==> config.mk <==
export PLATFORM = sky130hd
export DESIGN_NAME = piso_shreg
export DESIGN_NICKNAME = d
export VERILOG_FILES = /design/src/rtl/piso_pkg.sv /design/src/rtl/piso_edge_strobe.sv /design/src/rtl/piso_stage_chain.sv /design/src/rtl/piso_shreg.sv
export SDC_FILE = /design/constraint.sdc
export NUM_CORES = 1
export LEC_CHECK = 0
export BUFFER_PORTS_ARGS = -buffer_cell sky130_fd_sc_hd__buf_2
export CORE_MARGIN = 2
export CORE_UTILIZATION = 24
export DETAILED_ROUTE_END_ITERATION = 12
export SLEW_MARGIN = 20
export SYNTH_ARGS = -nofsm -noshare
export SYNTH_HDL_FRONTEND = slang
export SYNTH_SLANG_ARGS = --single-unit
==> constraint.sdc <==
create_clock -name clk -period 0.82 [get_ports clk]
set_input_delay 0.164 -clock clk [delete_from_list [all_inputs] [get_ports clk]]
set_output_delay 0.164 -clock clk [all_outputs]
set_load 0.03 [all_outputs]
==> src/rtl/piso_pkg.sv <==
// Shared definitions for the parallel-load serial-out shift register.
// Assumes: the mode encoding below is also the encoding of the mode_shift pin.
package piso_pkg;
    localparam int DEF_WIDTH = 8;
    localparam int DEF_SYNC  = 2;

    typedef enum logic {
        STEP_LOAD  = 1'b0,
        STEP_SHIFT = 1'b1
    } step_mode_e;
endpackage

==> src/rtl/piso_edge_strobe.sv <==
// Combines two qualifying inputs by OR, synchronises the result to clk,
// and emits a one-cycle strobe on each rising edge of the combined clock.
// Assumes: SYNC_STAGES >= 2; the qualifying inputs are asynchronous to clk.
module piso_edge_strobe #(
    parameter int SYNC_STAGES = piso_pkg::DEF_SYNC
) (
    input  logic clk,
    input  logic rst_n,
    input  logic tick_a,
    input  logic tick_b,
    output logic adv
);
    localparam int LAST = SYNC_STAGES - 1;

    logic                   merged;
    logic [SYNC_STAGES-1:0] sync_q;
    logic                   prev_q;

    // Combined clock: high while either qualifying input is high.
    assign merged = tick_a | tick_b;

    // Synchroniser chain and previous-value flop for edge detection.
    always_ff @(posedge clk) begin
        if (!rst_n) begin
            sync_q <= '0;
            prev_q <= 1'b0;
        end else begin
            sync_q <= {sync_q[LAST-1:0], merged};
            prev_q <= sync_q[LAST];
        end
    end

    // Rising edge of the synchronised combined clock.
    assign adv = sync_q[LAST] & ~prev_q;
endmodule

==> src/rtl/piso_stage_chain.sv <==
// Storage stages of the shift register. On the advance strobe, every stage
// takes either its parallel input or its lower neighbour (stage 0 takes the
// serial input). The clear is asynchronous and wins over everything else.
// Assumes: WIDTH >= 2; data inputs are stable while adv is high.
module piso_stage_chain #(
    parameter int WIDTH = piso_pkg::DEF_WIDTH
) (
    input  logic                clk,
    input  logic                rst_n,
    input  logic                clr_n,
    input  logic                adv,
    input  piso_pkg::step_mode_e mode,
    input  logic                ser_in,
    input  logic [WIDTH-1:0]    par_in,
    output logic [WIDTH-1:0]    stage_q
);
    logic [WIDTH-1:0] next_d;

    // Next value for each stage, chosen by the mode.
    for (genvar i = 0; i < WIDTH; i++) begin : g_stage
        if (i == 0) begin : g_first
            assign next_d[i] = (mode == piso_pkg::STEP_LOAD) ? par_in[i] : ser_in;
        end else begin : g_rest
            assign next_d[i] = (mode == piso_pkg::STEP_LOAD) ? par_in[i] : stage_q[i-1];
        end
    end

    // Stage flops: async clear, sync reset, update on strobe, else hold.
    always_ff @(posedge clk or negedge clr_n) begin
        if (!clr_n) begin
            stage_q <= '0;
        end else if (!rst_n) begin
            stage_q <= '0;
        end else if (adv) begin
            stage_q <= next_d;
        end
    end
endmodule

==> src/rtl/piso_shreg.sv <==
// Top level of the parallel-load serial-out shift register. Joins the
// qualifying-clock edge detector with the storage chain; only the last
// stage is brought out.
// Assumes: the system clock is fast enough to see every qualifying edge.
module piso_shreg #(
    parameter int WIDTH       = piso_pkg::DEF_WIDTH,
    parameter int SYNC_STAGES = piso_pkg::DEF_SYNC
) (
    input  logic             clk,
    input  logic             rst_n,
    input  logic             clr_n,
    input  logic             tick_a,
    input  logic             tick_b,
    input  logic             mode_shift,
    input  logic             ser_in,
    input  logic [WIDTH-1:0] par_in,
    output logic             ser_out
);
    localparam int MSB = WIDTH - 1;

    logic             adv;
    logic [WIDTH-1:0] stage_q;
    piso_pkg::step_mode_e mode;

    // Pin level to mode type.
    assign mode = piso_pkg::step_mode_e'(mode_shift);

    piso_edge_strobe #(.SYNC_STAGES(SYNC_STAGES)) u_strobe (
        .clk    (clk),
        .rst_n  (rst_n),
        .tick_a (tick_a),
        .tick_b (tick_b),
        .adv    (adv)
    );

    piso_stage_chain #(.WIDTH(WIDTH)) u_chain (
        .clk     (clk),
        .rst_n   (rst_n),
        .clr_n   (clr_n),
        .adv     (adv),
        .mode    (mode),
        .ser_in  (ser_in),
        .par_in  (par_in),
        .stage_q (stage_q)
    );

    // Only the last stage is visible.
    assign ser_out = stage_q[MSB];
endmodule

==> metrics.cfg <==
[floorplanning]
die_x_um = 48.4
die_h_um = 48.4
floorplan.die_area_mm2 = 0.00234
initial_core_util_pct = 24.9
i_o_pin_cnt = 16
core.rowCount = 16
core_area_mm2 = 0.00190

[drt]
dr_wl_met2_um = 493
drc = 0
detail_route.iter0.violations = 2
wl_met1_um = 412
antenna_violating_nets_post_route = 0
vias_cell = 4.31
top_layer_used = met4
routedWlPerCell_um = 11.9
dr_total_vias = 358
routed_wl_um = 987
routed-wl-met3_um = 38
first_pass_iters = 3

[clock_tree]
insertion_delay_ns = 0.27
clock_tree.buffer_depth = 2
cts_max_level = 1
ctsRootBufferMaster = clkbuf_4
tritoncts = built
cts_made_buffers = 3
clk_pin_slew_worst_paths_ns = 0.07
clock_sink_count = 11

[worst_hold_path]
worst_hold_path_depth = 2
worstHoldStart = tick_a
hold_class = primary input to flop
hold_end = u_strobe.sync_q[0]$_SDFF_PN0_

[cells_and_area]
fin_util_pct = 38.4
num-fill-cells = 194
antenna_cells_inserted = 0
fin_nets = 72
drive_above_1_share_pct = 64.3
area_growth_pct = 54.2

[run_status]
result_of_the_run = finished with violations
failing_checks = negative setup slack

[timing]
setup_total_negative_slack_ns = -0.491
hold_violations = 0
fin_crit_sh_pct = 118
fin_hold_ws_ns = 0.0908
grt_setup_unrepaired = true
fmax_ghz = 1.03
max-slew-margin-rel_pct = 80.3
final.min_clock_period_ns = 0.972
worst-slew-pin-transition_ns = 0.287
worst_clock_skew_ns = 0.00274
post-route-worst-setup-slack_ns = -0.152
slew_viol_final = 0
setup_violations = 9

[power_and_ir_drop]
power.density_mw_per_mm2 = 1530
static-leakage-power_uw = 0.000332
ir_drop_worst_case_vdd_mv = 0.494

[setup_path]
setup.worst_path.end_class = primary output
worst-endpoint-required_ns = 0.66
critical_path_class = flop to primary output
r2r_end = u_chain.stage_q[5]$_DFFE_PN0P_
path_delay_family = flip-flops
max_stage_delay_ns = 0.40
worstPathBufferInverterCount = 1
crit_path_cell_trace = buf_6
ff2ff_path_depth = 4
worstPathMaxFanout = 2
cp.arrival_ns = 0.81
critical_path.reg2reg.startpoint = u_strobe.prev_q$_SDFF_PN0_
worstSetupStartpoint = u_chain.stage_q[7]$_DFFE_PN0P_
cpMaxStageDelayCell = dfrtp_1
r2r_slack_ns = -0.05
worstSetupStartpointType = flop

[job]
drv_cap = 0

[grt]
grt_max_degree = 9
vias_in_the_first_global_route = 376
globalRoute.totalOverflow = 0
grt_pass1_wl_um = 1610
grt_antenna_before_repair = 0
total_routing_usage_gr_pct = 9.43

[yosys]
synth.yosys.seq_area_share_pct = 55.0
yosysUniqueCellTypes = 10
syn-instance-count = 34
ys_ff_latch = 11
syn_avg_cell_area_um2 = 13.9
synth_fp_nets = 49
syn_area_um2 = 473
synthesis.yosys.warnings = 0

[placement]
gp_congestion = 0.629
pre_cts_slack_ns = -0.0652
place_hpwl_um = 641
port_buffers = 15

-- per-stage QoR --
stage	instances	total power [uW]	cell area (um2)
floorplan	34	649	473
global placement	76	703	582
detailed placement	76	706	582
CTS	82	1120	701
global route	83	1180	729
finish	83	1120	729
-- layout make-up --
cell class	count	area, um2	area share, %
clock buffers	4	26.3	3.60
inverters	1	6.26	0.858
multi-input cells	21	272	37.2
flip-flops and latches	11	265	36.4
well taps	27	33.8	4.63
repair buffers	19	126	17.3
-- timing repair --
action	4_1_cts	5_1_grt
endpoints found under the setup margin	9	9
resized for setup	14	3
buffers inserted	1	1
hold buffers	1	0
hold endpoints to repair	8	0
pin swaps	2	2
-- sequential cells by signal, summed over array words and instances (netlist names) --
signal           flops
u_chain.stage_q      8
u_strobe.sync_q      2
u_strobe.prev_q      1
-- how the worst max path moves through the flow --
stage	end	cells after the start	slack, ns
6_report	ser_out	1	-0.15
5_1_grt	ser_out	1	-0.19
4_1_cts	ser_out	1	-0.16
3_5_place_dp	u_chain.stage_q[5]$_DFFE_PN0P_	3	-0.07
3_3_place_gp	u_chain.stage_q[5]$_DFFE_PN0P_	3	-0.02
2_1_floorplan	u_chain.stage_q[0]$_DFFE_PN0P_	3	0.04
-- synth_stat cells --
cell type	count	area, um2
inv_1	1	3.75
o21a_1	1	7.51
a21boi_4	1	18.8
dfrtp_1	8	200
and2_2	2	15.0
o2bb2ai_1	8	70.1
buf_4	1	7.51
nand3_2	1	10.0
mux2i_1	8	80.1
dfxtp_1	3	60.1
-- logic make-up (layout without fill, tap and decap cells) --
logic type | Yosys count | count (layout) | share of synthesized area [%]
buffers and inverters | 2 | 24 | 2.38
AND/OR/NAND/NOR | 3 | 3 | 5.29
AO/OA/AOI/OAI | 10 | 10 | 20.4
multiplexers | 8 | 8 | 16.9
flip-flops | 11 | 11 | 55.0
-- metal layers --
layer,up-vias,global-route usage (%)
met4,0,10.0
met5,-,0
li1,172,-
met3,5,2.47
met1,169,9.63
met2,12,15.0
-- where the power goes --
part	switching, uW	internal, uW	total, uW	leakage (uW)
Combinational	79.8	91.7	171	0.000181
Clock	183	189	371	0.0000150
Sequential	16.3	560	576	0.000136
Total	279	840	1120	0.000332
-- cells in the final DEF (no fill, tap or decap), types with 2 or more instances in the layout --
| master | n |
|---|---|
| dfrtp_1 | 8 |
| buf_4 | 2 |
| buf_2 | 14 |
| and2_2 | 2 |
| o2bb2ai_2 | 7 |
| clkbuf_4 | 3 |
| mux2i_1 | 8 |
(Power assumes the default switching activity.)
